## config.mk

```make
export PLATFORM = sky130hd
export DESIGN_NAME = cfg_loader
export DESIGN_NICKNAME = d
export VERILOG_FILES = /design/src/rtl/cfg_loader_pkg.sv /design/src/rtl/cfg_bit_counter.sv /design/src/rtl/cfg_shift_reg.sv /design/src/rtl/cfg_load_fsm.sv /design/src/rtl/cfg_loader.sv
export SDC_FILE = /design/constraint.sdc
export NUM_CORES = 1
export LEC_CHECK = 0
export BUFFER_PORTS_ARGS = -buffer_cell sky130_fd_sc_hd__buf_2
export CAP_MARGIN = 20
export CORE_MARGIN = 8
export CORE_UTILIZATION = 59
export CTS_CLUSTER_SIZE = 25
export DETAILED_ROUTE_END_ITERATION = 6
export GPL_TIMING_DRIVEN = 1
export PLACE_DENSITY_LB_ADDON = 0.05
export SYNTH_ARGS = -nofsm -noshare
export SYNTH_HDL_FRONTEND = slang
export SYNTH_HIERARCHICAL = 1
export SYNTH_SLANG_ARGS = --single-unit
```

## constraint.sdc

```tcl
create_clock -name clk_i -period 4.4 [get_ports clk_i]
set_clock_uncertainty 0.05 [all_clocks]
set_input_delay 0.66 -clock clk_i [delete_from_list [all_inputs] [get_ports clk_i]]
set_output_delay 0.66 -clock clk_i [all_outputs]
set_load 0.005 [all_outputs]
```

## src/rtl/cfg_loader_pkg.sv

```systemverilog
package cfg_loader_pkg;

    typedef enum logic [1:0] {
        ST_IDLE = 2'd0,
        ST_LOAD = 2'd1,
        ST_PASS = 2'd2
    } ld_state_e;

endpackage

```

## src/rtl/cfg_bit_counter.sv

```systemverilog
module cfg_bit_counter #(
    parameter int CFG_BITS = 64
) (
    input  logic clk_i,
    input  logic rst_ni,
    input  logic inc_i,
    output logic last_o
);
    localparam int CW = $clog2(CFG_BITS + 1);
    localparam logic [CW-1:0] LAST_IDX = CW'(CFG_BITS - 1);

    logic [CW-1:0] cnt_q;

    always_ff @(posedge clk_i or negedge rst_ni) begin
        if (!rst_ni) begin
            cnt_q <= '0;
        end else if (inc_i && (cnt_q != LAST_IDX)) begin
            cnt_q <= cnt_q + CW'(1);
        end
    end

    assign last_o = (cnt_q == LAST_IDX);

endmodule

```

## src/rtl/cfg_shift_reg.sv

```systemverilog
module cfg_shift_reg #(
    parameter int CFG_BITS = 64
) (
    input  logic                clk_i,
    input  logic                rst_ni,
    input  logic                shift_i,
    input  logic                din_i,
    output logic [CFG_BITS-1:0] word_o,
    output logic                tail_o
);
    logic [CFG_BITS-1:0] word_q;

    // Each stage takes its upper neighbour; the top stage takes the serial input.
    for (genvar i = 0; i < CFG_BITS; i++) begin : g_stage
        logic feed;
        if (i == CFG_BITS - 1) begin : g_head
            assign feed = din_i;
        end else begin : g_body
            assign feed = word_q[i+1];
        end

        always_ff @(posedge clk_i or negedge rst_ni) begin
            if (!rst_ni) begin
                word_q[i] <= 1'b0;
            end else if (shift_i) begin
                word_q[i] <= feed;
            end
        end
    end

    assign word_o = word_q;
    assign tail_o = word_q[0];

endmodule

```

## src/rtl/cfg_load_fsm.sv

```systemverilog
module cfg_load_fsm
    import cfg_loader_pkg::*;
(
    input  logic clk_i,
    input  logic rst_ni,
    input  logic ser_en_i,
    input  logic last_i,
    output logic shift_o,
    output logic pass_o
);
    ld_state_e state_q, state_d;

    always_ff @(posedge clk_i or negedge rst_ni) begin
        if (!rst_ni) begin
            state_q <= ST_IDLE;
        end else begin
            state_q <= state_d;
        end
    end

    always_comb begin
        state_d = state_q;
        unique case (state_q)
            ST_IDLE: begin
                if (ser_en_i) begin
                    state_d = last_i ? ST_PASS : ST_LOAD;
                end
            end
            ST_LOAD: begin
                if (ser_en_i && last_i) begin
                    state_d = ST_PASS;
                end
            end
            ST_PASS: begin
                state_d = ST_PASS;
            end
            default: begin
                state_d = ST_IDLE;
            end
        endcase
    end

    always_comb begin
        shift_o = 1'b0;
        pass_o  = 1'b0;
        unique case (state_q)
            ST_IDLE, ST_LOAD: begin
                shift_o = ser_en_i;
            end
            ST_PASS: begin
                pass_o = 1'b1;
            end
            default: begin
                shift_o = 1'b0;
            end
        endcase
    end

endmodule

```

## src/rtl/cfg_loader.sv

```systemverilog
module cfg_loader #(
    parameter int CFG_BITS = 64
) (
    input  logic                clk_i,
    input  logic                rst_ni,
    input  logic                ser_en_i,
    input  logic                ser_i,
    output logic                ser_o,
    output logic                done_no,
    input  logic                sel_req_i,
    output logic                sel_gnt_o,
    output logic [CFG_BITS-1:0] cfg_o
);
    logic shift;
    logic pass;
    logic last;
    logic tail;

    cfg_load_fsm u_fsm (
        .clk_i    (clk_i),
        .rst_ni   (rst_ni),
        .ser_en_i (ser_en_i),
        .last_i   (last),
        .shift_o  (shift),
        .pass_o   (pass)
    );

    cfg_bit_counter #(.CFG_BITS(CFG_BITS)) u_cnt (
        .clk_i  (clk_i),
        .rst_ni (rst_ni),
        .inc_i  (shift),
        .last_o (last)
    );

    cfg_shift_reg #(.CFG_BITS(CFG_BITS)) u_sr (
        .clk_i   (clk_i),
        .rst_ni  (rst_ni),
        .shift_i (shift),
        .din_i   (ser_i),
        .word_o  (cfg_o),
        .tail_o  (tail)
    );

    assign ser_o     = pass ? ser_i : tail;
    assign done_no   = ~pass;
    assign sel_gnt_o = pass & sel_req_i;

endmodule

```

==> Word level (Yosys, flattened, before mapping) <==
Index checks and enable logic that the tools add are counted.
{ "totals": {"reg_bits": 73, "out_inout_bits": 67, "elab_cells": 87} }
{ "op_classes": {"n_addsub": 1, "eq_ne": 6, "n_mux": 7, "bitwise_logic": 2, "n_reduce_logical": 5} }
{ "op_table": {"columns": ["operator", "count"], "rows": [
  ["adder 7 x 1 -> 7 bit (second input constant)", 1],
  ["equality test 7 x 6 -> 1 bit (second input constant)", 1],
  ["inequality test 7 x 6 -> 1 bit (second input constant)", 1],
  ["two-way mux 2 bit", 3],
  ["one-hot mux 2 bit (3 select lines)", 1],
  ["two-way mux 1 bit", 3],
  ["equality test 2 x 1 -> 1 bit (second input constant)", 1],
  ["equality test 2 bit (second input constant)", 1],
  ["logical AND 1 bit", 2],
  ["zero test 2 bit", 1],
  ["inequality test 2 x 1 -> 1 bit (second input constant)", 1],
  ["inequality test 2 bit (second input constant)", 1],
  ["AND reduction 2 bit", 1],
  ["OR reduction 2 bit", 1],
  ["AND 1 bit", 1],
  ["NOT 1 bit", 1]
]} }

==> Logic depth before layout (Yosys ltp) <==
Gate-level depths: netlist of run 1.
{ "depth": {"ltp_word": 4, "depth_mapped": 7, "ltp_nobuf": 7} }

==> Hierarchy <==
Netlist of run 1, hierarchy kept.
{ "modules_own_cells": {"columns": ["module", "n_inst", "cells_per_inst", "area_each_um2", "seq_area_each_um2"], "rows": [
  ["cfg_shift_reg", 1, 199, 3159.3, 1601.5],
  ["cfg_bit_counter", 1, 30, 341.6, 175.2],
  ["cfg_load_fsm", 1, 19, 187.7, 50.0],
  ["cfg_loader", 1, 3, 26.3, 0.0]
]} }

==> Worst setup path after synthesis of run 1 <==
Ideal clock, no wire load.
{ "synth_path": {"path_type": "register to register", "start": "reg u_cnt.cnt_q[0]", "end": "reg u_fsm.state_q[1]", "setup_time_ps": 125, "arrival_ps": 1534, "required_ps": 4225, "slack_ps": 2690, "stages_incl_launch_ff": 8, "synth_period_minus_slack_ps": 1710, "path_cell_list": "dfrtp_1 > ha_1 > and4b_4 > nand3_1 > inv_1 > nand2_1 > a21oi_2 > mux2_4"} }
{ "synth_via": {"elab_chain_cells": 4} }
{ "synth_lines": {"columns": ["item", "line", "text"], "rows": [
  ["start, declared", "cfg_bit_counter.sv:12", "logic [CW-1:0] cnt_q;"],
  ["start signal, assigned", "cfg_bit_counter.sv:18", "cnt_q <= cnt_q + CW'(1);"],
  ["equality test 7 x 6 -> 1 bit *", "cfg_bit_counter.sv:22", "assign last_o = (cnt_q == LAST_IDX);"],
  ["via last", "cfg_loader.sv:16", "logic last;"],
  ["two-way mux 2 bit / logical AND 1 bit (equally long branches)", "cfg_load_fsm.sv:26, cfg_load_fsm.sv:30", null],
  ["two-way mux 2 bit / inequality test 2 x 1 -> 1 bit (equally long branches)", null, null],
  ["one-hot mux 2 bit (3 select lines) / AND reduction 2 bit (equally long branches)", null, null],
  ["end signal, assigned", "cfg_load_fsm.sv:17", "state_q <= state_d;"],
  ["end, declared", "cfg_load_fsm.sv:11", "ld_state_e state_q, state_d;"]
]} }
The timed path passes the listed nets; every way through them passes the cells marked *. The select of a mux whose other input is x is not followed.
A chain may end at the register's enable or synchronous reset.

==> Final worst setup path of run 1 <==
{ "layout_path": {"start": "reg u_fsm.state_q[1]", "end": "reg u_sr.word_q[7], in the netlist u_sr/g_stage[6].feed"} }
{ "layout_via": {"elab_chain_cells": 3} }
{ "layout_lines": {"columns": ["item", "line", "text"], "rows": [
  ["equality test 2 x 1 -> 1 bit / zero test 2 bit (equally long branches)", "cfg_load_fsm.sv:46", "unique case (state_q)"],
  ["OR reduction 2 bit *", "cfg_load_fsm.sv:46", null],
  ["two-way mux 1 bit *", "cfg_load_fsm.sv:46", null],
  ["via shift", "cfg_loader.sv:14", "logic shift;"],
  ["end signal, assigned by index", "cfg_shift_reg.sv:24", "word_q[i] <= 1'b0;"],
  ["end signal, assigned by index", "cfg_shift_reg.sv:26", "word_q[i] <= feed;"],
  ["end, declared", "cfg_shift_reg.sv:11", "logic [CFG_BITS-1:0] word_q;"]
]} }
The timed path passes the listed nets; every way through them passes the cells marked *.

==> Implementation_results.wiki, run 1 <==
{| class="wikitable"
! Metric !! Value
|-
| Worst path buffer plus inverter count || 2
|-
| Finished Layout Cells || 345
|-
| Crit path capture type || flip-flop
|-
| Startpoint type of the worst setup path || flip-flop
|-
| Later-pin clock latency in the skew report || 0.33 ns
|-
| Number of cells upsized or downsized after cts || 0
|-
| Critical-path top delay cell || sky130_fd_sc_hd__o21a_4
|-
| Critical path arrival || 2.63 ns
|-
| Synth top cells by count || 73 x sky130_fd_sc_hd__dfrtp_1, 64 x sky130_fd_sc_hd__buf_4, 63 x sky130_fd_sc_hd__mux2_4, 7 x sky130_fd_sc_hd__inv_1
|-
| Grt peak-use layer || met2
|-
| Number of buffers inserted by hold repair at cts || 0
|-
| Syn nets || 262
|-
| Minimum period implied by the final worst setup slack || 2.46 ns
|-
| Required time at the worst-slack endpoint || 4.57 ns
|-
| P per Cell Area || 586 nW/µm²
|-
| Flip-flop and latch count after synthesis || 73
|-
| Detailed-route vias per instance || 5.03
|-
| TritonCTS clock tree || yes
|-
| Number of design-rule violations left by the first detailed-router iteration || 44
|-
| Total vias in the final route || 1,737
|-
| H-tree level count || 3
|-
| Diode count || 0
|-
| Distinct cell type count of the synthesized netlist || 27
|-
| Number of endpoints with negative hold slack in the final report || 0
|-
| Gr usage total || 0.127
|-
| Run status || completed
|-
| DP HPWL || 3630 µm
|-
| Syn_area_per_cell || 14.8 µm²
|-
| Worst Path Class, Setup || flip-flop to flip-flop
|-
| Die extent in y || 95.4 µm
|-
| Path type of the worst min-delay path || input port to async pin
|-
| Setup repair after global routing missed its margin || false
|-
| Setup-violating endpoint count in the final report || 0
|-
| Layout-stage area growth over the synthesis result || 0.741%
|-
| Sum of negative setup slack || 0 ns
|-
| Highest achievable clock rate || 406 MHz
|-
| First-pass iteration count of the detailed router || 3
|-
| Ordered list of cells on the worst path || inv_1 > ha_1 > o21a_4 > buf_4 > mux2_4
|-
| Antenna violation net count after detailed routing || 0
|-
| Gp weighted congestion || 0.721
|-
| Count of synthesis-stage warnings from yosys || 6
|-
| Post-detailed-route wirelength per cell || 15.7 µm
|-
| Final worst-path cycle share || 0.559
|-
| Total clock buffers created by CTS || 9
|-
| Final core utilization || 0.603
|-
| Buffer depth of the longest clock path || 2
|-
| Pin count of the biggest net entering global routing || 74
|-
| Cell type with the highest aggregate area in the netlist || sky130_fd_sc_hd__dfrtp_1
|-
| Top Ports || 72
|-
| Gate family responsible for the most delay along the worst path || compound AO/OA/AOI/OAI gates
|-
| Portion of synthesized cell area occupied by the leading cell type || 0.492
|-
| Crit path max fanout || 52
|-
| Static leakage || 0.00204 µW
|-
| Maximum Capacitance Violations || 0
|-
| Worst voltage drop across the vdd grid || 0.302 mV
|-
| Die area || 9090 µm²
|-
| Final count of pins violating max slew || 0
|-
| Clock net sink count || 73
|-
| Sequential area share after synthesis || 0.492
|-
| Transition at the pin with the smallest max-transition slack || 0.947 ns
|-
| Routed Wire Length || 5430 µm
|-
| Number of enable flip-flop cells after synthesis || 0
|-
| Share of layout cells above drive strength 1 || 0.597
|-
| Number of global-route vias before repair || 1,835
|-
| Aggregate global routing overflow || 0
|-
| Maximum single-stage delay on the critical path || 0.75 ns
|-
| Buffers inserted by post-CTS timing repair || 0
|-
| Top_reg_cell synth || sky130_fd_sc_hd__dfrtp_1
|-
| Buffer cell driving the clock tree root || sky130_fd_sc_hd__clkbuf_8
|-
| Wire length of the first global-routing pass || 9000 µm
|-
| Most numerous cell in the Yosys netlist || sky130_fd_sc_hd__dfrtp_1
|-
| Standard cell core area || 6200 µm²
|-
| Clock-pin slew reported for the worst setup and hold paths after clock tree synthesis || 0.08 ns
|-
| Port Buffers || 71
|-
| Combined area of all synthesized cells || 3710 µm²
|-
| Relative slew slack || 0.369
|-
| M3 GR Usage || 0.0433
|-
| Initial core utilization || 0.599
|-
| Register-to-Register Setup Slack || 1.94 ns
|-
| Total Nets Final || 274
|-
| Die Width || 95.4 µm
|-
| Met1 demand-to-capacity share in global routing || 0.168
|-
| Placed Cells incl. Taps || 329
|-
| Placement row count || 29
|-
| Initial antenna violation count || 0
|-
| Top cells by area, synth || sky130_fd_sc_hd__dfrtp_1 49%, sky130_fd_sc_hd__mux2_4 25%, sky130_fd_sc_hd__buf_4 13%, sky130_fd_sc_hd__buf_12 3.2%, sky130_fd_sc_hd__ha_1 2.0%
|-
| Cells after synthesis || 251
|-
| Met2 demand-to-capacity share in global routing || 0.182
|-
| Post-route DRC || 0
|-
| Synth async-reset ratio || 1.00
|}
-- layout by cell type (no fill, tap or decap) --
cell type / netlist / routed
sky130_fd_sc_hd__o21a_4: 0 / 1
sky130_fd_sc_hd__nand4_1: 1 / 1
sky130_fd_sc_hd__nor3_1: 1 / 1
sky130_fd_sc_hd__and4b_4: 1 / 1
sky130_fd_sc_hd__a21oi_2: 1 / 1
sky130_fd_sc_hd__nand2_1: 3 / 3
sky130_fd_sc_hd__and3_1: 1 / 1
sky130_fd_sc_hd__mux2_2: 4 / 4
sky130_fd_sc_hd__ha_1: 6 / 6
sky130_fd_sc_hd__a41oi_1: 1 / 1
sky130_fd_sc_hd__nor2_1: 2 / 2
sky130_fd_sc_hd__buf_2: 0 / 70
sky130_fd_sc_hd__clkbuf_1: 0 / 1
sky130_fd_sc_hd__dfrtp_1: 73 / 73
sky130_fd_sc_hd__a21oi_1: 6 / 6
sky130_fd_sc_hd__inv_1: 7 / 7
sky130_fd_sc_hd__a31o_4: 1 / 1
sky130_fd_sc_hd__clkinv_2: 0 / 2
sky130_fd_sc_hd__xor2_1: 1 / 1
sky130_fd_sc_hd__and3_2: 1 / 1
sky130_fd_sc_hd__mux2_4: 63 / 63
sky130_fd_sc_hd__and2_2: 1 / 1
sky130_fd_sc_hd__clkbuf_8: 0 / 9
sky130_fd_sc_hd__clkinvlp_4: 0 / 2
sky130_fd_sc_hd__nand3_1: 1 / 1
sky130_fd_sc_hd__nor2b_1: 1 / 1
sky130_fd_sc_hd__buf_4: 64 / 2
sky130_fd_sc_hd__a211oi_1: 1 / 1
sky130_fd_sc_hd__inv_6: 0 / 2
sky130_fd_sc_hd__xnor2_1: 1 / 1
sky130_fd_sc_hd__mux2i_1: 1 / 1
-- worst register-to-register path, cell delays in order, from the launching register on --
cell and delay, ns:
sky130_fd_sc_hd__dfrtp_1 0.41, sky130_fd_sc_hd__inv_1 0.11, sky130_fd_sc_hd__ha_1 0.21, sky130_fd_sc_hd__o21a_4 0.75
sky130_fd_sc_hd__buf_4 0.50, sky130_fd_sc_hd__mux2_4 0.34
-- metrics by stage --
stage	hold WS (ns)	setup WS [ns]	total power (µW)	instance area [µm²]
2_1_floorplan	0.314	2.69	1750	3710
3_3_place_gp	0.432	1.92	1750	3570
3_5_place_dp	0.437	1.89	1760	3570
4_1_cts	0.429	1.94	2230	3740
5_1_grt	0.458	1.79	2340	3740
6_report	0.391	1.94	2190	3740
-- cell type report --
cell class,count,area (µm²)
tap,77,96.3
multi-input combinational,100,1260
timing repair buffer,72,365
clock inverter,6,42.5
clock buffer,10,128
sequential,73,1830
fill,509,2460
inverter,7,26.3
-- kinds of logic after synthesis --
| logic type | synth area share |
|---|---|
| AO/OA/AOI/OAI | 0.0216 |
| AND/OR/NAND/NOR | 0.0205 |
| multiplexers | 0.269 |
| adder cells (fa/ha/maj) | 0.0202 |
| flip-flops | 0.492 |
| XOR/XNOR | 0.00472 |
| buffers and inverters | 0.172 |
-- sequential cells by signal, summed over array words and instances (netlist names) --
register           count
u_fsm/state_q          2
u_cnt/cnt_q            7
u_sr/g_stage.feed     63
u_sr/tail_o            1
-- power by group --
group | internal (µW) | total (µW) | leakage (µW) | switching, µW
sequential | 829 | 969 | 0.000960 | 141
combinational | 453 | 770 | 0.000996 | 317
clock | 207 | 454 | 0.0000831 | 247
-- path summary, 6_finish.rpt --
| path | start | to | cells past startpoint |
|---|---|---|---|
| worst min-delay path | rst_ni | u_sr/g_stage[4].feed$_DFFE_PN0P_ | 1 |
| worst max register to register | u_fsm/state_q[1]$_DFFE_PN0P_ | u_sr/g_stage[6].feed$_DFFE_PN0P_ | 5 |
| worst max-delay path | u_fsm/state_q[1]$_DFFE_PN0P_ | u_sr/g_stage[6].feed$_DFFE_PN0P_ | 5 |
| max in group asynchronous | rst_ni | u_sr/g_stage[57].feed$_DFFE_PN0P_ | 1 |
| worst min register to register | u_cnt/cnt_q[5]$_DFFE_PN0P_ | u_cnt/cnt_q[5]$_DFFE_PN0P_ | 1 |
| min in group clk_i | u_cnt/cnt_q[5]$_DFFE_PN0P_ | u_cnt/cnt_q[5]$_DFFE_PN0P_ | 1 |
-- metal layers --
metal / part of all wire / up-vias
met5: 0 / -
li1: - / 808
met2: 0.43 / 45
met1: 0.48 / 879
met3: 0.080 / 5
met4: 0.011 / 0
Power figures use the tool's default switching activity.
==> run 2, diff against run 1 <==
--- a/config.mk
+++ b/config.mk
@@ -5,10 +5,11 @@
 export SDC_FILE = /design/constraint.sdc
 export NUM_CORES = 1
 export LEC_CHECK = 0
+export ABC_AREA = 1
 export BUFFER_PORTS_ARGS = -buffer_cell sky130_fd_sc_hd__buf_2
 export CAP_MARGIN = 20
 export CORE_MARGIN = 8
-export CORE_UTILIZATION = 59
+export CORE_UTILIZATION = 55
 export CTS_CLUSTER_SIZE = 25
 export DETAILED_ROUTE_END_ITERATION = 6
 export GPL_TIMING_DRIVEN = 1
==> constraint.sdc (replaced) <==
create_clock -name clk_i -period 2.45 [get_ports clk_i]
set_clock_uncertainty 0.05 [all_clocks]
set_input_delay 0.3675 -clock clk_i [delete_from_list [all_inputs] [get_ports clk_i]]
set_output_delay 0.3675 -clock clk_i [all_outputs]
set_load 0.005 [all_outputs]
==> run 2 against run 1 <==
Register-to-register slack got worse by 1.5 ns; first-iteration DRC count rose by 100%; sequential cell count did not move; power rose by 52%; fmax rose by 20%; synthesized cell count rose by 68%; worst hold slack got worse by 0.28 ns; critical path depth rose by 5; final area fell by 4.2%; sequential share of layout area rose by 2.1 points; sequential power rose by 63%; global-route usage rose by 2.2 points.
==> Implementation_results.wiki, run 2 <==
{| class="wikitable"
! Metric !! Value
|-
| Depth of the worst register-to-register path || 10 (+5)
|-
| TritonCTS clock tree || yes
|-
| Top_reg_cell synth || sky130_fd_sc_hd__dfrtp_1
|-
| Share of layout cells above drive strength 1 || 0.222 (-0.375)
|-
| Max reg flops || 63 (unchanged)
|-
| Die extent in y || 96.3 µm (+0.96%)
|-
| Buffers inserted by post-CTS timing repair || 0 (unchanged)
|-
| Maximum single-stage delay on the critical path || 0.43 ns (-0.32 ns)
|-
| Wire length of the first global-routing pass || 10,800 µm (+20%)
|-
| Final worst-path cycle share || 0.839 (+0.280)
|-
| Post-route DRC || 0 (unchanged)
|-
| Number of inserted filler cells in the final layout || 605 (+19%)
|-
| Ordered list of cells on the worst path || inv_1 > ha_1 > inv_1 > a21oi_4 > buf_4 > nand3_1 > nor2_1 > nand3_1 > nand2_1 > inv_1
|-
| Register-to-Register Setup Slack || 0.39 ns (-1.55 ns)
|-
| Synth top cells by count || 225 x sky130_fd_sc_hd__nand2_1, 73 x sky130_fd_sc_hd__dfrtp_1, 65 x sky130_fd_sc_hd__buf_4, 15 x sky130_fd_sc_hd__inv_1
|-
| Portion of synthesized cell area occupied by the leading cell type || 0.516 (+0.0238)
|-
| Run status || completed
|-
| Top Ports || 72 (unchanged)
|-
| Path type of the worst min-delay path || input port to async pin
|-
| Critical-path top delay cell || sky130_fd_sc_hd__buf_4
|-
| Port Buffers || 71 (unchanged)
|-
| Total Nets Final || 439 (+60%)
|-
| Crit path max fanout || 49 (-5.8%)
|-
| Flip-flop and latch count after synthesis || 73 (unchanged)
|-
| Total clock buffers created by CTS || 9 (unchanged)
|-
| Setup repair after global routing missed its margin || false
|-
| Syn nets || 432 (+65%)
|-
| Number of cells upsized or downsized after cts || 0 (unchanged)
|-
| Sum of negative setup slack || 0 ns (unchanged)
|-
| Startpoint type of the worst setup path || flip-flop
|-
| XOR/XNOR Fraction of Synth Area || 0.00494 (+0.000228)
|-
| Number of global-route vias before repair || 2,357 (+28%)
|-
| Syn_area_per_cell || 8.42 µm² (-43%)
|-
| Clock net sink count || 73 (unchanged)
|-
| Gp weighted congestion || 0.757 (+5.0%)
|-
| Final count of pins violating max slew || 0 (unchanged)
|-
| Largest family of logic cells by synthesized area || simple AND/OR/NAND/NOR gates
|-
| Aggregate global routing overflow || 0 (unchanged)
|-
| Antenna violation net count after detailed routing || 0 (unchanged)
|-
| Required time at the worst-slack endpoint || 2.63 ns (-1.94 ns)
|-
| Minimum period implied by the final worst setup slack || 2.06 ns (-0.405 ns)
|-
| Setup-violating endpoint count in the final report || 0 (unchanged)
|-
| Cell type with the highest aggregate area in the netlist || sky130_fd_sc_hd__dfrtp_1
|-
| Cell with the most instances on the worst path || sky130_fd_sc_hd__inv_1
|-
| Post-detailed-route wirelength per cell || 12.7 µm (-19%)
|-
| Crit path capture type || flip-flop
|-
| Most common library cell in the layout ignoring fill and taps || sky130_fd_sc_hd__nand2_1
|-
| Gate family responsible for the most delay along the worst path || buffers and inverters
|-
| Buffer depth of the longest clock path || 2 (unchanged)
|-
| Gr usage total || 0.149 (+0.0215)
|-
| Die area || 9270 µm² (+1.9%)
|-
| Top cells by area, synth || sky130_fd_sc_hd__dfrtp_1 52%, sky130_fd_sc_hd__nand2_1 24%, sky130_fd_sc_hd__buf_4 14%, sky130_fd_sc_hd__clkbuf_8 2.3%, sky130_fd_sc_hd__ha_1 2.1%
|-
| Commonest non-fill, non-tap cells in the layout || 225 x sky130_fd_sc_hd__nand2_1, 73 x sky130_fd_sc_hd__dfrtp_1, 70 x sky130_fd_sc_hd__buf_2
|-
| Initial antenna violation count || 0 (unchanged)
|-
| Worst voltage drop across the vdd grid || 0.687 mV (+130%)
|-
| Number of enable flip-flop cells after synthesis || 0 (unchanged)
|-
| Number of endpoints with negative hold slack in the final report || 0 (unchanged)
|-
| Static leakage || 0.00222 µW (+9.1%)
|-
| Stages on worst setup path || 10 (+5)
|-
| Worst Path Class, Setup || flip-flop to flip-flop
|-
| Placement row count || 29 (unchanged)
|-
| Initial core utilization || 0.564 (-0.0342)
|-
| Count of synthesis-stage warnings from yosys || 6 (unchanged)
|-
| Combined area of all synthesized cells || 3540 µm² (-4.6%)
|-
| Relative slew slack || 0.306 (-0.0629)
|-
| Compound-gate portion of the synthesized area || 0.00742 (-0.0141)
|-
| P per Cell Area || 928 nW/µm² (+58%)
|-
| Number of design-rule violations left by the first detailed-router iteration || 89 (+100%)
|-
| Worst path buffer plus inverter count || 4 (+2)
|-
| Die Width || 96.3 µm (+0.96%)
|-
| Number of buffers inserted by hold repair at cts || 0 (unchanged)
|-
| Pin count of the biggest net entering global routing || 74 (unchanged)
|-
| Standard cell core area || 6280 µm² (+1.2%)
|-
| Layout-stage area growth over the synthesis result || 1.20%
|-
| Simple-gate share of the synthesized area || 0.263 (+0.243)
|-
| Later-pin clock latency in the skew report || 0.33 ns (about the same)
|-
| Synth async-reset ratio || 1.00 (unchanged)
|-
| Critical path arrival || 2.23 ns (-0.40 ns)
|-
| Mux cell area share after synthesis || 0 (-0.269)
|-
| Most numerous cell in the Yosys netlist || sky130_fd_sc_hd__nand2_1
|-
| Total vias in the final route || 2,391 (+38%)
|-
| DP HPWL || 4210 µm (+16%)
|-
| Highest achievable clock rate || 487 MHz (+20%)
|-
| Transition at the pin with the smallest max-transition slack || 1.04 ns (+0.0944 ns)
|-
| Maximum Capacitance Violations || 0 (unchanged)
|-
| Clock-pin slew reported for the worst setup and hold paths after clock tree synthesis || 0.07 ns (about the same)
|-
| H-tree level count || 3 (unchanged)
|-
| Sequential area share after synthesis || 0.516 (+0.0238)
|-
| Detailed-route vias per instance || 4.70 (-6.7%)
|-
| Diode count || 0 (unchanged)
|-
| First-pass iteration count of the detailed router || 4 (+1)
|-
| Cells after synthesis || 421 (+68%)
|-
| Synth Area in Adders || 0.0212 (+0.000978)
|-
| Routed Wire Length || 6460 µm (+19%)
|-
| Buffer cell driving the clock tree root || sky130_fd_sc_hd__clkbuf_8
|-
| Final Hold Slack || 0.114 ns (-0.277 ns)
|-
| Distinct cell type count of the synthesized netlist || 20 (-26%)
|}
[run 2: cell count changes after synthesis, moves of 2 or more]
cell / change
sky130_fd_sc_hd__nor2_1: +2
sky130_fd_sc_hd__buf_2: +6
sky130_fd_sc_hd__mux2_4: -63
sky130_fd_sc_hd__nand3_1: +3
sky130_fd_sc_hd__nand2_2: +3
sky130_fd_sc_hd__clkbuf_8: +6
sky130_fd_sc_hd__mux2_2: -4
sky130_fd_sc_hd__inv_1: +8
sky130_fd_sc_hd__inv_2: +2
sky130_fd_sc_hd__nand2_1: +222
sky130_fd_sc_hd__buf_12: -6
sky130_fd_sc_hd__nor2_2: +3
sky130_fd_sc_hd__a21oi_1: -4
[run 2: worst reg2reg max path: stages, from the launching register on]
cell and delay, ns:
sky130_fd_sc_hd__dfrtp_1 0.41, sky130_fd_sc_hd__inv_1 0.13, sky130_fd_sc_hd__ha_1 0.19, sky130_fd_sc_hd__inv_1 0.08
sky130_fd_sc_hd__a21oi_4 0.17, sky130_fd_sc_hd__buf_4 0.43, sky130_fd_sc_hd__nand3_1 0.15, sky130_fd_sc_hd__nor2_1 0.15
sky130_fd_sc_hd__nand3_1 0.09, sky130_fd_sc_hd__nand2_1 0.07, sky130_fd_sc_hd__inv_1 0.03
[run 2: logic make-up after synthesis]
kind of cell    after synthesis
buf+inv                      94
compound gates                5
simple gates                241
flops                        73
fa+ha+maj                     6
xor+xnor                      2
[run 2: layer usage]
| layer | global-route usage | up-vias | share of wire |
|---|---|---|---|
| li1 | - | 1215 | - |
| met1 | 0.179 | 1115 | 0.47 |
| met2 | 0.234 | 55 | 0.44 |
| met3 | 0.0413 | 6 | 0.076 |
| met4 | 0.0871 | 0 | 0.015 |
| met5 | 0 | - | 0 |
[run 2: path summary, 6_finish.rpt]
kind / from / to
worst max-delay path: u_fsm/state_q[0]$_DFFE_PN0P_ / u_cnt/cnt_q[5]$_DFFE_PN0P_
worst min-delay path: rst_ni / u_sr/g_stage[17].feed$_DFFE_PN0P_
worst max register to register: u_fsm/state_q[0]$_DFFE_PN0P_ / u_cnt/cnt_q[5]$_DFFE_PN0P_
worst min register to register: u_sr/g_stage[20].feed$_DFFE_PN0P_ / u_sr/g_stage[20].feed$_DFFE_PN0P_
max in group asynchronous: rst_ni / u_sr/tail_o$_DFFE_PN0P_
min in group clk_i: ser_i / u_sr/g_stage[62].feed$_DFFE_PN0P_
[run 2: final cells by class]
class | instances | area, µm² | area share
flip-flops and latches | 73 | 1830 | 0.509
clock buffers | 12 | 145 | 0.0405
repair buffers | 73 | 373 | 0.104
inverters | 17 | 63.8 | 0.0178
multi-input cells | 254 | 1060 | 0.297
clock inverters | 3 | 17.5 | 0.00488
well taps | 77 | 96.3 | 0.0269
[run 2: power breakdown]
group          total [µW]  switching, µW  internal, µW
logic                 945            620           325
clock network         800            413           387
registers            1580            181          1400
total                3330           1210          2110
[run 2: through the flow]
step                 util  instance area (µm²)  instances  setup slack (ns)  power [µW]
finish              0.571                 3590        509             0.395        3330
global route        0.571                 3590        509             0.166        3580
CTS                 0.571                 3590        509             0.405        3390
detailed placement  0.545                 3420        494             0.428        2570
global placement    0.545                 3420        494             0.492        2540
floorplan               -                 3540        421             0.786        2450
==> run 3, diff against run 2 <==
==> constraint.sdc (replaced) <==
create_clock -name clk_i -period 2.1 [get_ports clk_i]
set_clock_uncertainty 0.05 [all_clocks]
set_input_delay 0.315 -clock clk_i [delete_from_list [all_inputs] [get_ports clk_i]]
set_output_delay 0.315 -clock clk_i [all_outputs]
set_load 0.005 [all_outputs]
==> run 3 against run 2 <==
Die area stayed put; sequential power increased by 17%; sequential share of layout area shrank 1.5 points; first-iteration DRC count is 4.5% higher; worst hold slack better by 0.036 ns; cell count up 1.2%; clock power up 51%; power is 26% higher; utilization is 1.8 points higher.
==> Implementation_results.wiki, run 3 (synthesized netlist as in run 2, its figures left out) <==
{| class="wikitable"
! Metric !! Value
|-
| Run status || completed
|-
| Final worst-path cycle share || 0.837 (-0.00199)
|-
| Number of global-route vias before repair || 2,327 (-1.3%)
|-
| Comb power frac || 0.270 (-0.014)
|-
| Final core utilization || 0.589 (+0.0177)
|-
| Aggregate global routing overflow || 0 (unchanged)
|-
| Finished Cell Area || 3700 µm² (+3.1%)
|-
| Clock power share || 0.289 (+0.049)
|-
| H-tree level count || 3 (unchanged)
|-
| Highest achievable clock rate || 569 MHz (+17%)
|-
| Setup slack after placement || 0.368 ns (-0.0606 ns)
|-
| Initial antenna violation count || 0 (unchanged)
|-
| Antenna violation net count after detailed routing || 0 (unchanged)
|-
| Number of cells upsized or downsized after cts || 0 (unchanged)
|-
| Total clock buffers created by CTS || 9 (unchanged)
|-
| Power share of the sequential group || 0.442 (-0.033)
|-
| Detailed-route vias per instance || 4.66 (-0.88%)
|-
| Buffer depth of the longest clock path || 2 (unchanged)
|-
| Maximum Capacitance Violations || 0 (unchanged)
|-
| Gr usage total || 0.152 (+0.00327)
|-
| Routed Wire Length || 6460 µm (+0.12%)
|-
| Later-pin clock latency in the skew report || 0.34 ns (about the same)
|-
| Startpoint type of the worst setup path || flip-flop
|-
| Diode count || 0 (unchanged)
|-
| Die Width || 96.3 µm (unchanged)
|-
| Wire length of the first global-routing pass || 10,800 µm (+0.13%)
|-
| Total vias in the final route || 2,398 (+0.29%)
|-
| Static leakage || 0.00228 µW (+2.3%)
|-
| Standard cell core area || 6280 µm² (unchanged)
|-
| Die extent in y || 96.3 µm (unchanged)
|-
| Buffers inserted by post-CTS timing repair || 0 (unchanged)
|-
| Max reg flops || 63 (unchanged)
|-
| Final count of pins violating max slew || 0 (unchanged)
|-
| P per Cell Area || 1130 nW/µm² (+22%)
|-
| Port Buffers || 71 (unchanged)
|-
| Most common library cell in the layout ignoring fill and taps || sky130_fd_sc_hd__nand2_1
|-
| Switching power as a share of total power || 0.345 (-0.0206)
|-
| Post-route DRC || 0 (unchanged)
|-
| Layout-stage area growth over the synthesis result || 4.34%
|-
| Critical path arrival || 1.98 ns (-0.25 ns)
|-
| Path type of the worst min-delay path || input port to flip-flop
|-
| Post-detailed-route wirelength per cell || 12.6 µm (-1.0%)
|-
| Minimum period implied by the final worst setup slack || 1.76 ns (-0.298 ns)
|-
| Total Nets Final || 444 (+1.1%)
|-
| Min-Delay Startpoint || ser_i
|-
| Instance area after placement || 3470 µm² (+1.2%)
|-
| Pin count of the biggest net entering global routing || 43 (-42%)
|-
| Gp weighted congestion || 0.760 (+0.28%)
|-
| Worst voltage drop across the vdd grid || 0.691 mV (+0.61%)
|-
| Setup-violating endpoint count in the final report || 0 (unchanged)
|-
| Placement row count || 29 (unchanged)
|-
| Top Ports || 72 (unchanged)
|-
| Worst Path Class, Setup || flip-flop to flip-flop
|-
| Clock-pin slew reported for the worst setup and hold paths after clock tree synthesis || 0.07 ns (about the same)
|-
| DP HPWL || 4440 µm (+5.4%)
|-
| Die area || 9270 µm² (unchanged)
|-
| Number of buffers inserted by hold repair at cts || 1 (+1)
|-
| Buffer cell driving the clock tree root || sky130_fd_sc_hd__clkbuf_8
|-
| Number of design-rule violations left by the first detailed-router iteration || 93 (+4.5%)
|-
| Share of layout cells above drive strength 1 || 0.231 (+0.00837)
|-
| Sum of negative setup slack || 0 ns (unchanged)
|-
| First-pass iteration count of the detailed router || 4 (unchanged)
|-
| Crit path max fanout || 42 (-14%)
|-
| Number of endpoints with negative hold slack in the final report || 0 (unchanged)
|-
| TritonCTS clock tree || yes
|-
| Initial core utilization || 0.564 (unchanged)
|-
| Reg-to-reg startpoint || u_fsm/state_q[0]$_DFFE_PN0P_
|-
| Sw power || 1440 µW (+19%)
|-
| Final Worst Setup Slack || 0.342 ns (-0.0522 ns)
|-
| Crit path capture type || flip-flop
|-
| Transition at the pin with the smallest max-transition slack || 0.398 ns (-0.643 ns)
|-
| Internal Power || 2740 µW (+30%)
|-
| Required time at the worst-slack endpoint || 2.33 ns (-0.30 ns)
|-
| Clock net sink count || 73 (unchanged)
|-
| Relative slew slack || 0.735 (+0.429)
|-
| Setup repair after global routing missed its margin || false
|-
| Crit path from || u_fsm/state_q[0]$_DFFE_PN0P_
|-
| Commonest non-fill, non-tap cells in the layout || 225 x sky130_fd_sc_hd__nand2_1, 73 x sky130_fd_sc_hd__dfrtp_1, 70 x sky130_fd_sc_hd__buf_2
|}
-- run 3: worst paths after layout --
path	end	slack (ns)	depth (start not counted)
max in group asynchronous	u_cnt/cnt_q[6]$_DFFE_PN0P_	1.14	3
min in group asynchronous	u_sr/g_stage[15].feed$_DFFE_PN0P_	0.32	2
worst max-delay path	u_sr/g_stage[51].feed$_DFFE_PN0P_	0.34	7
worst min register to register	u_sr/g_stage[23].feed$_DFFE_PN0P_	0.44	2
worst max register to register	u_sr/g_stage[51].feed$_DFFE_PN0P_	0.34	7
worst min-delay path	u_sr/g_stage[62].feed$_DFFE_PN0P_	0.15	3
-- run 3: cell type report --
class | instances | area (µm²)
Clock buffer | 12 | 145
Clock inverter | 4 | 76.3
Fill cell | 585 | 2580
Inverter | 17 | 63.8
Multi-Input combinational cell | 254 | 1060
Sequential cell | 73 | 1830
Tap cell | 77 | 96.3
Timing Repair Buffer | 78 | 425
-- run 3: layer usage --
| metal | part of all wire | track usage |
|---|---|---|
| met2 | 0.45 | 0.230 |
| met3 | 0.079 | 0.0523 |
| met4 | 0.015 | 0.0768 |
| met5 | 0 | 0 |
| met1 | 0.45 | 0.189 |
-- run 3: critical path, cell delays in order, from the launching register on --
cell and delay [ns]:
sky130_fd_sc_hd__dfrtp_1 0.42, sky130_fd_sc_hd__inv_1 0.11, sky130_fd_sc_hd__ha_1 0.17, sky130_fd_sc_hd__inv_1 0.08
sky130_fd_sc_hd__a21oi_4 0.25, sky130_fd_sc_hd__buf_4 0.42, sky130_fd_sc_hd__nand2_1 0.10, sky130_fd_sc_hd__nand2_1 0.09
-- run 3: per-stage QoR --
step                hold WS (ns)  total power, µW  std cells
floorplan                -0.0306             2860        421
CTS                        0.136             4250        515
global placement           0.136             3010        498
finish                     0.150             4190        515
global route               0.150             4510        515
detailed placement         0.136             3030        498
-- run 3: power groups by stage --
stage                     clock network (µW)  registers (µW)  logic, µW
after floorplan                            0            1810       1050
after global placement                     0            1880       1130
after detailed placement                   0            1880       1150
after CTS                               1250            1850       1160
after global routing                    1300            1880       1320
final                                   1210            1850       1130
